$ cat src/rtl/fpstim_pkg.sv
// Shared constants and types for the floating-point stimulus generator.
// Assumes: nothing beyond standard SystemVerilog.
package fpstim_pkg;

    // Galois feedback mask of the 32-bit maximal-length LFSR
    localparam logic [31:0] LFSR_MASK = 32'h80200003;

    // Controller phases
    typedef enum logic [1:0] {
        ST_IDLE = 2'd0,
        ST_RED  = 2'd1,
        ST_FIN  = 2'd2
    } gen_state_t;

endpackage

$ cat src/rtl/fpstim_lfsr.sv
// 32-bit Galois LFSR, right-shifting, with a loadable seed.
// Exposes the low OUT_W bits of the current state and the top TOP_W
// bits of the state one step ahead.
// Assumes: OUT_W <= 32, TOP_W <= 32; a zero seed is replaced by 1.
module fpstim_lfsr
    import fpstim_pkg::*;
#(
    parameter int          OUT_W      = 18,
    parameter int          TOP_W      = 8,
    parameter logic [31:0] RESET_SEED = 32'h1
) (
    input  logic             clk,
    input  logic             rst_n,
    input  logic             load,
    input  logic [31:0]      seed,
    input  logic             step,
    output logic [OUT_W-1:0] cur_low,
    output logic [TOP_W-1:0] nxt_top
);

    logic [31:0] state_q;
    logic [31:0] state_nxt;

    // One Galois step of the current state
    always_comb begin
        state_nxt = (state_q >> 1) ^ (state_q[0] ? LFSR_MASK : 32'h0);
    end

    // State register: reset, seed load (zero mapped to 1), or step
    always_ff @(posedge clk) begin
        if (!rst_n) begin
            state_q <= RESET_SEED;
        end else if (load) begin
            state_q <= (seed == 32'h0) ? 32'h1 : seed;
        end else if (step) begin
            state_q <= state_nxt;
        end
    end

    assign cur_low = state_q[OUT_W-1:0];
    assign nxt_top = state_nxt[31:32-TOP_W];

endmodule

$ cat src/rtl/fpstim_modred.sv
// Restoring remainder unit: reduces a DIN_W-bit value modulo MOD by
// conditionally subtracting MOD<<k for k = DIN_W-1 down to 0, one shift
// per cycle, so it always takes exactly DIN_W cycles after start.
// Assumes: MOD >= 1; start is not raised while busy.
module fpstim_modred #(
    parameter int DIN_W = 8,
    parameter int MOD   = 17
) (
    input  logic             clk,
    input  logic             rst_n,
    input  logic             abort,
    input  logic             start,
    input  logic [DIN_W-1:0] din,
    output logic [DIN_W-1:0] rem,
    output logic             last
);

    localparam int MOD_W = $clog2(MOD + 1);
    localparam int SUB_W = DIN_W + MOD_W;
    localparam int CNT_W = (DIN_W > 1) ? $clog2(DIN_W) : 1;

    logic [CNT_W-1:0] cnt_q;
    logic             busy_q;
    logic [SUB_W-1:0] msh;
    logic             take;

    // Shifted modulus for the current step and the subtract decision
    always_comb begin
        msh  = SUB_W'(MOD) << cnt_q;
        take = ({{MOD_W{1'b0}}, rem} >= msh);
        last = busy_q && (cnt_q == '0);
    end

    // Remainder, step counter and busy flag
    always_ff @(posedge clk) begin
        if (!rst_n || abort) begin
            rem    <= '0;
            cnt_q  <= '0;
            busy_q <= 1'b0;
        end else if (start) begin
            rem    <= din;
            cnt_q  <= CNT_W'(DIN_W - 1);
            busy_q <= 1'b1;
        end else if (busy_q) begin
            if (take) begin
                rem <= rem - msh[DIN_W-1:0];
            end
            if (cnt_q == '0) begin
                busy_q <= 1'b0;
            end else begin
                cnt_q <= cnt_q - 1'b1;
            end
        end
    end

endmodule

$ cat src/rtl/fpstim_pack.sv
// Combinational word builder. Either passes the raw random bits
// through, or forms a normal number with exception code 01, the random
// sign and fraction, and exponent BIAS-FRAC_W-3+rem.
// Assumes: rem < EXP_W+FRAC_W+2 and the resulting exponent fits EXP_W.
module fpstim_pack #(
    parameter int EXP_W  = 6,
    parameter int FRAC_W = 9,
    parameter int REM_W  = 8
) (
    input  logic                      raw_sel,
    input  logic [EXP_W+FRAC_W+2:0]   rnd,
    input  logic [REM_W-1:0]          rem,
    output logic [EXP_W+FRAC_W+2:0]   word
);

    localparam int W      = EXP_W + FRAC_W + 3;
    localparam int BIAS   = (1 << (EXP_W - 1)) - 1;
    localparam int EXP_LO = BIAS - FRAC_W - 3;

    logic [EXP_W-1:0] expo;

    // Select raw or constrained format
    always_comb begin
        expo = EXP_W'(EXP_LO) + EXP_W'(rem);
        if (raw_sel) begin
            word = rnd;
        end else begin
            word = {2'b01, rnd[FRAC_W], expo, rnd[FRAC_W-1:0]};
        end
    end

    // W is used for documentation of the word width
    logic [W-1:0] unused_w;
    assign unused_w = word;

endmodule

$ cat src/rtl/fpstim_gen.sv
// Top of the biased floating-point stimulus generator. On each accepted
// request it steps the LFSR, reduces the top random byte modulo
// EXP_W+FRAC_W+2, and presents one word with a one-cycle valid pulse.
// Assumes: IDX_W >= 3, EXP_W+FRAC_W+3 <= 32, FRAC_W+1 <= 32-RND_W,
// and BIAS > FRAC_W+3 so constrained exponents stay normal.
module fpstim_gen
    import fpstim_pkg::*;
#(
    parameter int          EXP_W      = 6,
    parameter int          FRAC_W     = 9,
    parameter int          IDX_W      = 8,
    parameter int          RND_W      = 8,
    parameter logic [31:0] RESET_SEED = 32'h1
) (
    input  logic                     clk,
    input  logic                     rst_n,
    input  logic                     seed_load,
    input  logic [31:0]              seed_val,
    input  logic                     req,
    output logic                     valid,
    output logic [EXP_W+FRAC_W+2:0]  word,
    output logic [IDX_W-1:0]         word_idx
);

    localparam int W   = EXP_W + FRAC_W + 3;
    localparam int MOD = EXP_W + FRAC_W + 2;

    gen_state_t       state_q;
    logic [IDX_W-1:0] idx_q;
    logic             accept;
    logic             red_last;
    logic [W-1:0]     rnd_low;
    logic [RND_W-1:0] rnd_top;
    logic [RND_W-1:0] rem;
    logic [W-1:0]     packed_w;

    assign accept = (state_q == ST_IDLE) && req && !seed_load;

    fpstim_lfsr #(
        .OUT_W      (W),
        .TOP_W      (RND_W),
        .RESET_SEED (RESET_SEED)
    ) u_lfsr (
        .clk     (clk),
        .rst_n   (rst_n),
        .load    (seed_load),
        .seed    (seed_val),
        .step    (accept),
        .cur_low (rnd_low),
        .nxt_top (rnd_top)
    );

    fpstim_modred #(
        .DIN_W (RND_W),
        .MOD   (MOD)
    ) u_red (
        .clk   (clk),
        .rst_n (rst_n),
        .abort (seed_load),
        .start (accept),
        .din   (rnd_top),
        .rem   (rem),
        .last  (red_last)
    );

    fpstim_pack #(
        .EXP_W  (EXP_W),
        .FRAC_W (FRAC_W),
        .REM_W  (RND_W)
    ) u_pack (
        .raw_sel (word_idx[2:0] == 3'd0),
        .rnd     (rnd_low),
        .rem     (rem),
        .word    (packed_w)
    );

    // Controller: accept, wait for the reducer, publish the word
    always_ff @(posedge clk) begin
        if (!rst_n) begin
            state_q  <= ST_IDLE;
            idx_q    <= '0;
            word_idx <= '0;
            word     <= '0;
            valid    <= 1'b0;
        end else if (seed_load) begin
            state_q <= ST_IDLE;
            idx_q   <= '0;
            valid   <= 1'b0;
        end else begin
            valid <= 1'b0;
            case (state_q)
                ST_IDLE: begin
                    if (req) begin
                        word_idx <= idx_q;
                        idx_q    <= idx_q + 1'b1;
                        state_q  <= ST_RED;
                    end
                end
                ST_RED: begin
                    if (red_last) begin
                        state_q <= ST_FIN;
                    end
                end
                ST_FIN: begin
                    word    <= packed_w;
                    valid   <= 1'b1;
                    state_q <= ST_IDLE;
                end
                default: state_q <= ST_IDLE;
            endcase
        end
    end

endmodule

$ cat config.mk
export PLATFORM = sky130hd
export DESIGN_NAME = fpstim_gen
export DESIGN_NICKNAME = d
export VERILOG_FILES = /design/src/rtl/fpstim_pkg.sv /design/src/rtl/fpstim_lfsr.sv /design/src/rtl/fpstim_modred.sv /design/src/rtl/fpstim_pack.sv /design/src/rtl/fpstim_gen.sv
export SDC_FILE = /design/constraint.sdc
export NUM_CORES = 1
export LEC_CHECK = 0
export BUFFER_PORTS_ARGS = -buffer_cell sky130_fd_sc_hd__buf_2
export CAP_MARGIN = 0
export CORE_ASPECT_RATIO = 1.4
export CORE_MARGIN = 4
export CORE_UTILIZATION = 28
export CTS_CLUSTER_DIAMETER = 60
export DETAILED_ROUTE_END_ITERATION = 12
export GPL_TIMING_DRIVEN = 0
export HOLD_SLACK_MARGIN = 0.06
export PLACE_DENSITY = 0.53
export SLEW_MARGIN = 10
export SYNTH_ARGS = -nofsm -noshare
export SYNTH_HDL_FRONTEND = slang
export SYNTH_HIERARCHICAL = 1
export SYNTH_SLANG_ARGS = --single-unit
export TNS_END_PERCENT = 20
$ cat constraint.sdc
create_clock -name clk -period 5.6 [get_ports clk]
set_input_delay 0.28 -clock clk [delete_from_list [all_inputs] [get_ports clk]]
set_output_delay 0.28 -clock clk [all_outputs]
set_load 0.01 [all_outputs]
==> results of run 1 <==
==> cells in the final DEF, fill, tap and decap left out, drive strengths merged, types with 6 or more instances in the layout <==
master and n:
clkbuf 25, nor2 82, a21boi 26, dfxtp 81, o21ai 13, buf 111, nand2 69, xnor2 8
ha 16, nand2b 6, inv 17, nor4 8, mux2i 32, a211oi 6, a21oi 47
==> final cells by class <==
type / count / area, sq um / area share
Multi-Input combinational cell: 381 / 2402 / 0.4463
Tap cell: 196 / 245.2 / 0.04556
Buffer: 63 / 409.1 / 0.07601
Clock buffer: 11 / 242.7 / 0.04510
Sequential cell: 81 / 1622 / 0.3013
Timing Repair Buffer: 62 / 310.3 / 0.05765
Inverter: 17 / 63.81 / 0.01185
Clock inverter: 5 / 87.58 / 0.01627
==> sequential cells by signal, indices dropped and copies added, names as in the netlist <==
name            cells
u_lfsr/state_q     32
word               18
idx_q               8
u_red/rem           8
word_idx            8
u_red/cnt_q         3
state_q             2
u_red/busy_q        1
valid               1
==> metal layers <==
layer	wire, microns	global-route usage	vias up
li1	-	-	1961
met1	4816	0.1414	1761
met2	5685	0.2246	84
met3	442	0.02945	15
met4	205	0.04586	0
met5	0	0	-
==> per-stage QoR <==
stage	total power, mW	worst slack [ps]	cell area [sq um]	hold WS, ps	std cells
floorplan	0.7644	3090	4497	418.6	542
global placement	0.8183	2760	5052	449.3	800
detailed placement	0.8198	2732	5052	455.4	800
CTS	1.477	2705	5383	169.2	816
global route	1.526	2415	5383	183.6	816
finish	1.459	2723	5383	181.5	816
==> kinds of logic after synthesis <==
kind of cell,count (synthesis),share of synthesized area
fa+ha+maj,17,0.04897
buf+inv,80,0.1052
simple gates,201,0.2070
mux,33,0.07373
xor+xnor,13,0.02532
flops,81,0.3606
compound gates,117,0.1792
==> worst max-delay path, cell delays in order (launching register included) <==
cell and delay, ps:
sky130_fd_sc_hd__dfxtp_1 340, sky130_fd_sc_hd__inv_1 140, sky130_fd_sc_hd__ha_1 240, sky130_fd_sc_hd__nor2b_1 250, sky130_fd_sc_hd__ha_1 210, sky130_fd_sc_hd__inv_1 50
sky130_fd_sc_hd__fa_1 430, sky130_fd_sc_hd__a211oi_1 360, sky130_fd_sc_hd__o21bai_1 130, sky130_fd_sc_hd__a21oi_1 180, sky130_fd_sc_hd__xor2_1 90, sky130_fd_sc_hd__o211a_1 210
sky130_fd_sc_hd__nor3_1 160
==> path summary, 6_finish.rpt <==
kind                                from                         endpoint  slack, ps
min                         seed_val[17]  u_lfsr/state_q[17]$_SDFFE_PN0P_        180
max reg2reg  u_red/cnt_q[0]$_SDFFE_PP0P_        u_red/rem[6]$_SDFFE_PP0P_       2720
min reg2reg     word_idx[7]$_SDFFE_PN0P_         word_idx[7]$_SDFFE_PN0P_        460
max          u_red/cnt_q[0]$_SDFFE_PP0P_        u_red/rem[6]$_SDFFE_PP0P_       2720
==> power groups by stage <==
stage / Combinational [mW] / Clock [mW] / Sequential (mW)
final: 0.195 / 0.652 / 0.612
after global routing: 0.215 / 0.696 / 0.615
after CTS: 0.196 / 0.668 / 0.612
after detailed placement: 0.194 / 0 / 0.625
after global placement: 0.193 / 0 / 0.625
after floorplan: 0.145 / 0 / 0.619
==> impl_metrics.prom, run 1 <==
# TYPE chip_impl_metric gauge
chip_impl_info{name="status",value="completed"} 1
chip_impl_metric{name="cts.clk_slew.worst_paths",unit="ps"} 60
chip_impl_metric{name="end_of_flow_core_utilization",unit=""} 0.3434
chip_impl_metric{name="core_region_area",unit="sq um"} 15680
chip_impl_metric{name="finalWeightedCongestion",unit=""} 0.9119
chip_impl_metric{name="num_rows",unit=""} 54
chip_impl_metric{name="hold_viol_final",unit=""} 0
chip_impl_metric{name="layout-drive-gt1-share",unit=""} 0.2323
chip_impl_metric{name="max_slew.worst_pin.slew",unit="ps"} 826.0
chip_impl_metric{name="numClockSinks",unit=""} 81
chip_impl_metric{name="synth_edf_count",unit=""} 0
chip_impl_metric{name="netlist_instances",unit=""} 542
chip_impl_metric{name="yosysWarningCount",unit=""} 6
chip_impl_metric{name="critical_path_peak_fanout",unit=""} 4
chip_impl_metric{name="die-area",unit="sq um"} 18180
chip_impl_metric{name="cellPowerDensity",unit="nW/um^2"} 271.1
chip_impl_metric{name="setup_viol_count_final",unit=""} 0
chip_impl_metric{name="port_buf_inserts",unit=""} 62
chip_impl_metric{name="synth.top_cell.area_share",unit=""} 0.3606
chip_impl_metric{name="sequentialPowerShare",unit=""} 0.420
chip_impl_metric{name="vias_per_cell",unit=""} 4.683
chip_impl_metric{name="cts_buffer_depth",unit=""} 2
chip_impl_metric{name="routed_wl",unit="microns"} 11150
chip_impl_metric{name="timing.critical_path.arrival",unit="ps"} 3140
chip_impl_info{name="synthFlopType",value="sky130_fd_sc_hd__dfxtp_1"} 1
chip_impl_metric{name="antenna_violating_nets_post_route",unit=""} 0
chip_impl_info{name="synth_common_cells",value="82 x sky130_fd_sc_hd__nor2_1, 81 x sky130_fd_sc_hd__dfxtp_1, 69 x sky130_fd_sc_hd__nand2_1, 45 x sky130_fd_sc_hd__a21oi_1, 36 x sky130_fd_sc_hd__buf_4"} 1
chip_impl_metric{name="final_cycle_share",unit=""} 0.5137
chip_impl_info{name="worstSetupStartpointType",value="flip-flop"} 1
chip_impl_metric{name="switching_share",unit=""} 0.2507
chip_impl_metric{name="grt_overflow",unit=""} 0
chip_impl_metric{name="h_tree_levels",unit=""} 3
chip_impl_metric{name="power.share.combinational",unit=""} 0.134
chip_impl_metric{name="track_usage",unit=""} 0.1246
chip_impl_info{name="timing.setup.critical_path_class",value="reg -> reg"} 1
chip_impl_metric{name="n_antenna_cell",unit=""} 0
chip_impl_metric{name="ys_ff_latch",unit=""} 81
chip_impl_metric{name="min_delay_path_depth",unit=""} 3
chip_impl_metric{name="cellInternalPower",unit="mW"} 1.094
chip_impl_metric{name="grt_pass1_wl",unit="microns"} 17910
chip_impl_metric{name="grt_pass1_vias",unit=""} 3704
chip_impl_metric{name="period_minus_slack",unit="ps"} 2877
chip_impl_metric{name="post_synthesis_average_cell_area",unit="sq um"} 8.297
chip_impl_metric{name="fin_skew",unit="ps"} 7.036
chip_impl_metric{name="post_synth_num_cell_types",unit=""} 58
chip_impl_info{name="netlist_top_cells_area",value="sky130_fd_sc_hd__dfxtp_1 36%, sky130_fd_sc_hd__mux2i_1 7.1%, sky130_fd_sc_hd__nor2_1 6.8%"} 1
chip_impl_metric{name="1st_iter_drt_viols",unit=""} 149
chip_impl_metric{name="yosysSeqAreaShare",unit=""} 0.3606
chip_impl_info{name="grt_setup_unrepaired",value="no"} 1
chip_impl_info{name="synth_top_cell_by_area",value="sky130_fd_sc_hd__dfxtp_1"} 1
chip_impl_info{name="clock_tree_from_tritoncts",value="yes"} 1
chip_impl_metric{name="dpl.hpwl",unit="microns"} 8731
chip_impl_info{name="clockRootBuffer",value="sky130_fd_sc_hd__clkbuf_16"} 1
chip_impl_info{name="hold_path_class",value="in -> reg"} 1
chip_impl_metric{name="max_cap_violations",unit=""} 0
chip_impl_metric{name="num-fill-cells",unit=""} 1679
chip_impl_metric{name="dr_total_vias",unit=""} 3821
chip_impl_metric{name="syn-cell-area",unit="sq um"} 4497
chip_impl_metric{name="chipHeight",unit="microns"} 157.9
chip_impl_metric{name="cts.repair.resized",unit=""} 0
chip_impl_info{name="most_common_cell_in_the_synthesized_netlist",value="sky130_fd_sc_hd__nor2_1"} 1
chip_impl_metric{name="area_growth",unit="%"} 19.70
chip_impl_metric{name="timing_limited_maximum_frequency",unit="MHz"} 347.6
chip_impl_metric{name="timing.slew.headroom",unit=""} 0.4451
chip_impl_metric{name="clock_power_share",unit=""} 0.447
chip_impl_metric{name="net-switching-power",unit="mW"} 0.3659
chip_impl_metric{name="initial_utilization",unit=""} 0.2869
chip_impl_metric{name="drt_pre_antenna_iters",unit=""} 4
chip_impl_metric{name="numCtsBuffers",unit=""} 9
chip_impl_metric{name="antenna_found_initial",unit=""} 0
chip_impl_metric{name="postCtsSetupBuffers",unit=""} 0
chip_impl_metric{name="timing_max_transition_violations_final",unit=""} 0
chip_impl_info{name="setup.worst_path.end_class",value="flip-flop"} 1
chip_impl_metric{name="ir_worst_vdd",unit="mV"} 0.1429
chip_impl_metric{name="cp_data_required_time",unit="ps"} 5860
chip_impl_metric{name="ys_async_sr_fraction",unit=""} 0
chip_impl_metric{name="design.portCount",unit=""} 63
chip_impl_metric{name="wire_per_inst",unit="microns"} 13.66
chip_impl_metric{name="synthesis.nets",unit=""} 595
chip_impl_metric{name="finalSetupTns",unit="ps"} 0
chip_impl_metric{name="pin_count_of_the_biggest_net_entering_global_routing",unit=""} 15
chip_impl_metric{name="clk_lat_worst_skew",unit="ps"} 340
chip_impl_metric{name="chip_width",unit="microns"} 115.1
chip_impl_metric{name="fin_nets",unit=""} 668
chip_impl_metric{name="postCtsHoldBufs",unit=""} 0
chip_impl_metric{name="timing.reg2reg.worst_path_depth",unit=""} 12
chip_impl_metric{name="route.detailed.drc",unit=""} 0
chip_impl_metric{name="power_leakage",unit="nW"} 2.196
(Power assumes the default switching activity.)
==> run 2, diff against run 1 <==
- ABC_AREA: default -> 1
- clock period: 5.6 -> 3 ns (I/O delays scaled with it)
==> run 2 against run 1 <==
  * Register-to-register slack lost 2200 ps
  * Synthesized cell count grew 23%
  * Synthesized area grew 2.0%
  * Non-clock buffer count grew 11
  * Critical endpoint is now u_red/rem[4]$_SDFFE_PP0P_
  * Largest power group unchanged
==> impl_metrics.prom, run 2 <==
# TYPE chip_impl_metric gauge
chip_impl_metric{name="n_antenna_cell",unit=""} 0
chip_impl_metric{name="chipHeight",unit="microns"} 159.4
chip_impl_metric{name="antenna_found_initial",unit=""} 0
chip_impl_metric{name="initial_utilization",unit=""} 0.2848
chip_impl_metric{name="cp_data_required_time",unit="ps"} 3240
chip_impl_info{name="synthFlopType",value="sky130_fd_sc_hd__dfxtp_1"} 1
chip_impl_metric{name="synth.top_cell.area_share",unit=""} 0.3536
chip_impl_metric{name="setup_viol_count_final",unit=""} 0
chip_impl_metric{name="num-fill-cells",unit=""} 1789
chip_impl_info{name="hold_start",value="seed_val[23]"} 1
chip_impl_metric{name="track_usage",unit=""} 0.1387
chip_impl_info{name="synth_top_cell_by_area",value="sky130_fd_sc_hd__dfxtp_1"} 1
chip_impl_metric{name="netlist_instances",unit=""} 669
chip_impl_metric{name="fin_skew",unit="ps"} 8.503
chip_impl_info{name="crit-reg2reg-capture",value="u_red/rem[4]$_SDFFE_PP0P_"} 1
chip_impl_info{name="grt_setup_unrepaired",value="no"} 1
chip_impl_metric{name="hold_viol_final",unit=""} 0
chip_impl_metric{name="grt_pass1_wl",unit="microns"} 20560
chip_impl_metric{name="final_cycle_share",unit=""} 0.8200
chip_impl_metric{name="1st_iter_drt_viols",unit=""} 153
chip_impl_info{name="layout.cells.most_common_list",value="141 x sky130_fd_sc_hd__nand2_1, 102 x sky130_fd_sc_hd__nor2_1, 81 x sky130_fd_sc_hd__dfxtp_1"} 1
chip_impl_metric{name="period_minus_slack",unit="ps"} 2460
chip_impl_metric{name="layout_setup_ws",unit="ps"} 540.1
chip_impl_info{name="clock_tree_from_tritoncts",value="yes"} 1
chip_impl_metric{name="postCtsHoldBufs",unit=""} 16
chip_impl_metric{name="ys_async_sr_fraction",unit=""} 0
chip_impl_metric{name="post_synthesis_average_cell_area",unit="sq um"} 6.854
chip_impl_metric{name="chip_width",unit="microns"} 116.2
chip_impl_metric{name="numClockSinks",unit=""} 81
chip_impl_metric{name="critical_path_peak_fanout",unit=""} 5
chip_impl_metric{name="power_leakage",unit="nW"} 2.689
chip_impl_metric{name="port_buf_inserts",unit=""} 62
chip_impl_metric{name="max_slew.worst_pin.slew",unit="ps"} 505.0
chip_impl_metric{name="finalSetupTns",unit="ps"} 0
chip_impl_metric{name="syn-cell-area",unit="sq um"} 4586
chip_impl_metric{name="timing_limited_maximum_frequency",unit="MHz"} 406.5
chip_impl_info{name="setup.worst_path.end_class",value="flip-flop"} 1
chip_impl_metric{name="wire_per_inst",unit="microns"} 12.83
chip_impl_metric{name="synthesis.nets",unit=""} 722
chip_impl_info{name="source_of_the_worst_register_to_register_timing_path",value="u_red/cnt_q[0]$_SDFFE_PP0P_"} 1
chip_impl_metric{name="regToRegSetupSlack",unit="ps"} 540
chip_impl_metric{name="timing.critical_path.arrival",unit="ps"} 2700
chip_impl_metric{name="multi_input_comb_area",unit="sq um"} 2306
chip_impl_metric{name="postCtsSetupBuffers",unit=""} 0
chip_impl_metric{name="grt_pass1_vias",unit=""} 4252
chip_impl_metric{name="antenna_violating_nets_post_route",unit=""} 0
chip_impl_metric{name="finalWeightedCongestion",unit=""} 0.8243
chip_impl_info{name="hold_path_class",value="in -> reg"} 1
chip_impl_metric{name="route.detailed.drc",unit=""} 0
chip_impl_metric{name="seq_area",unit="sq um"} 1622
chip_impl_metric{name="ys_ff_latch",unit=""} 81
chip_impl_metric{name="cts.repair.resized",unit=""} 0
chip_impl_metric{name="clk_lat_worst_skew",unit="ps"} 340
chip_impl_metric{name="fin_nets",unit=""} 811
chip_impl_metric{name="grt_overflow",unit=""} 0
chip_impl_metric{name="core_region_area",unit="sq um"} 16100
chip_impl_metric{name="numCtsBuffers",unit=""} 9
chip_impl_metric{name="cts_buffer_depth",unit=""} 2
chip_impl_info{name="netlist_top_cells_area",value="sky130_fd_sc_hd__dfxtp_1 35%, sky130_fd_sc_hd__nand2_1 12%, sky130_fd_sc_hd__nor2_1 8.3%"} 1
chip_impl_info{name="layout_commonest_cell",value="sky130_fd_sc_hd__nand2_1"} 1
chip_impl_metric{name="yosysWarningCount",unit=""} 6
chip_impl_metric{name="layout-drive-gt1-share",unit=""} 0.2058
chip_impl_metric{name="synth_edf_count",unit=""} 0
chip_impl_info{name="status",value="completed"} 1
chip_impl_info{name="worstSetupStartpointType",value="flip-flop"} 1
chip_impl_metric{name="place_worst_setup_slack",unit="ps"} 595.1
chip_impl_metric{name="routed_wl",unit="microns"} 12340
chip_impl_metric{name="hold_ws",unit="ps"} 69.52
chip_impl_info{name="most_common_cell_in_the_synthesized_netlist",value="sky130_fd_sc_hd__nand2_1"} 1
chip_impl_metric{name="design.portCount",unit=""} 63
chip_impl_metric{name="cts.clk_slew.worst_paths",unit="ps"} 60
chip_impl_metric{name="post_synth_num_cell_types",unit=""} 37
chip_impl_info{name="clockRootBuffer",value="sky130_fd_sc_hd__clkbuf_16"} 1
chip_impl_metric{name="cellPowerDensity",unit="nW/um^2"} 502.4
chip_impl_metric{name="area_growth",unit="%"} 23.03
chip_impl_metric{name="drt_pre_antenna_iters",unit=""} 4
chip_impl_metric{name="h_tree_levels",unit=""} 3
chip_impl_info{name="max_flop_register",value="u_lfsr/state_q"} 1
chip_impl_info{name="hold_endpoint",value="u_lfsr/state_q[23]$_SDFFE_PN0P_"} 1
chip_impl_metric{name="max_cap_violations",unit=""} 0
chip_impl_metric{name="timing.reg2reg.worst_path_depth",unit=""} 13
chip_impl_metric{name="pin_count_of_the_biggest_net_entering_global_routing",unit=""} 16
chip_impl_info{name="timing.setup.critical_path_class",value="reg -> reg"} 1
chip_impl_info{name="synth_common_cells",value="141 x sky130_fd_sc_hd__nand2_1, 102 x sky130_fd_sc_hd__nor2_1, 81 x sky130_fd_sc_hd__dfxtp_1, 57 x sky130_fd_sc_hd__o21ai_0, 54 x sky130_fd_sc_hd__inv_1"} 1
chip_impl_metric{name="ir_worst_vdd",unit="mV"} 0.2206
chip_impl_metric{name="timing.slew.headroom",unit=""} 0.6621
chip_impl_metric{name="die-area",unit="sq um"} 18520
chip_impl_metric{name="dr_total_vias",unit=""} 4368
chip_impl_metric{name="vias_per_cell",unit=""} 4.541
chip_impl_metric{name="largest_register_ffs",unit=""} 32
chip_impl_metric{name="timing_max_transition_violations_final",unit=""} 0
chip_impl_metric{name="num_rows",unit=""} 55
chip_impl_metric{name="yosysSeqAreaShare",unit=""} 0.3536
chip_impl_info{name="largest_registers",value="u_lfsr/state_q x32, word x18"} 1
chip_impl_metric{name="min_delay_path_depth",unit=""} 3
chip_impl_metric{name="dpl.hpwl",unit="microns"} 9474
==> run 2: cell types whose count changed after synthesis, moves of 8 or more <==
cell                       delta
sky130_fd_sc_hd__nand2_1     +72
sky130_fd_sc_hd__o21ai_0     +45
sky130_fd_sc_hd__o21ai_1     +40
sky130_fd_sc_hd__inv_1       +38
sky130_fd_sc_hd__mux2i_1     -32
sky130_fd_sc_hd__nand3_1     +29
sky130_fd_sc_hd__a21boi_0    -26
sky130_fd_sc_hd__nor2_1      +20
sky130_fd_sc_hd__nand2_2      +8
==> run 2: area by class of cell <==
type | count | share of cell area
Multi-Input combinational cell | 469 | 0.4087
Sequential cell | 81 | 0.2874
Tap cell | 199 | 0.04413
Clock inverter | 6 | 0.01730
Inverter | 61 | 0.04125
Buffer | 58 | 0.07540
Clock buffer | 10 | 0.04236
Timing Repair Buffer | 78 | 0.08339
==> run 2: power by group <==
group	internal [mW]	leakage, nW	switching [mW]
registers	1.12	0.662	0.0381
clock network	0.764	0.165	0.480
logic	0.192	1.86	0.240
total	2.08	2.69	0.757
==> run 2: how the worst max path moves through the flow <==
stage	slack [ps]	cells after the start	startpoint	end
detailed placement	600	13	u_red/cnt_q[0]$_SDFFE_PP0P_	u_red/rem[4]$_SDFFE_PP0P_
floorplan	890	13	u_red/cnt_q[0]$_SDFFE_PP0P_	u_red/rem[4]$_SDFFE_PP0P_
finish	540	13	u_red/cnt_q[0]$_SDFFE_PP0P_	u_red/rem[4]$_SDFFE_PP0P_
global placement	600	13	u_red/cnt_q[0]$_SDFFE_PP0P_	u_red/rem[4]$_SDFFE_PP0P_
global route	390	13	u_red/cnt_q[0]$_SDFFE_PP0P_	u_red/rem[4]$_SDFFE_PP0P_
CTS	550	13	u_red/cnt_q[0]$_SDFFE_PP0P_	u_red/rem[4]$_SDFFE_PP0P_
==> run 2: cells by family (layout without fill, tap and decap cells) <==
logic type,after synthesis,in the layout,synth area share
adders and majority gates,17,17,0.04802
AOI/OAI and AO/OA,149,149,0.1686
and+or+nand+nor,298,298,0.2767
buffers and inverters,119,213,0.1435
xor gates and xnor gates,5,5,0.009549
DFF,81,81,0.3536
==> run 2: per-layer routing <==
layer | part of all wire | routed length (microns) | GRT usage | up-vias
met3 | 0.022 | 272 | 0.01521 | 11
met2 | 0.53 | 6566 | 0.2522 | 60
li1 | - | - | - | 2307
met1 | 0.43 | 5304 | 0.1647 | 1990
met5 | 0 | 0 | 0 | -
met4 | 0.016 | 196 | 0.04908 | 0
==> run 2: critical path, cell delays in order, from the launching register on <==
cell and delay, ps:
sky130_fd_sc_hd__dfxtp_1 350, sky130_fd_sc_hd__inv_1 130, sky130_fd_sc_hd__ha_1 250, sky130_fd_sc_hd__inv_1 100, sky130_fd_sc_hd__nor2_1 150, sky130_fd_sc_hd__ha_1 170, sky130_fd_sc_hd__inv_1 70, sky130_fd_sc_hd__fa_1 450
sky130_fd_sc_hd__nand3_1 120, sky130_fd_sc_hd__nand3_1 80, sky130_fd_sc_hd__xnor2_1 160, sky130_fd_sc_hd__o21ai_0 100, sky130_fd_sc_hd__o21ai_1 170, sky130_fd_sc_hd__nor2_1 50
==> run 2: stage by stage <==
stage / power (mW) / util / instances / instance area, sq um
2_1_floorplan: 1.476 / - / 669 / 4586
3_3_place_gp: 1.600 / 0.3195 / 930 / 5145
3_5_place_dp: 1.601 / 0.3195 / 930 / 5145
4_1_cts: 2.871 / 0.3504 / 962 / 5642
5_1_grt: 2.969 / 0.3504 / 962 / 5642
6_report: 2.835 / 0.3504 / 962 / 5642
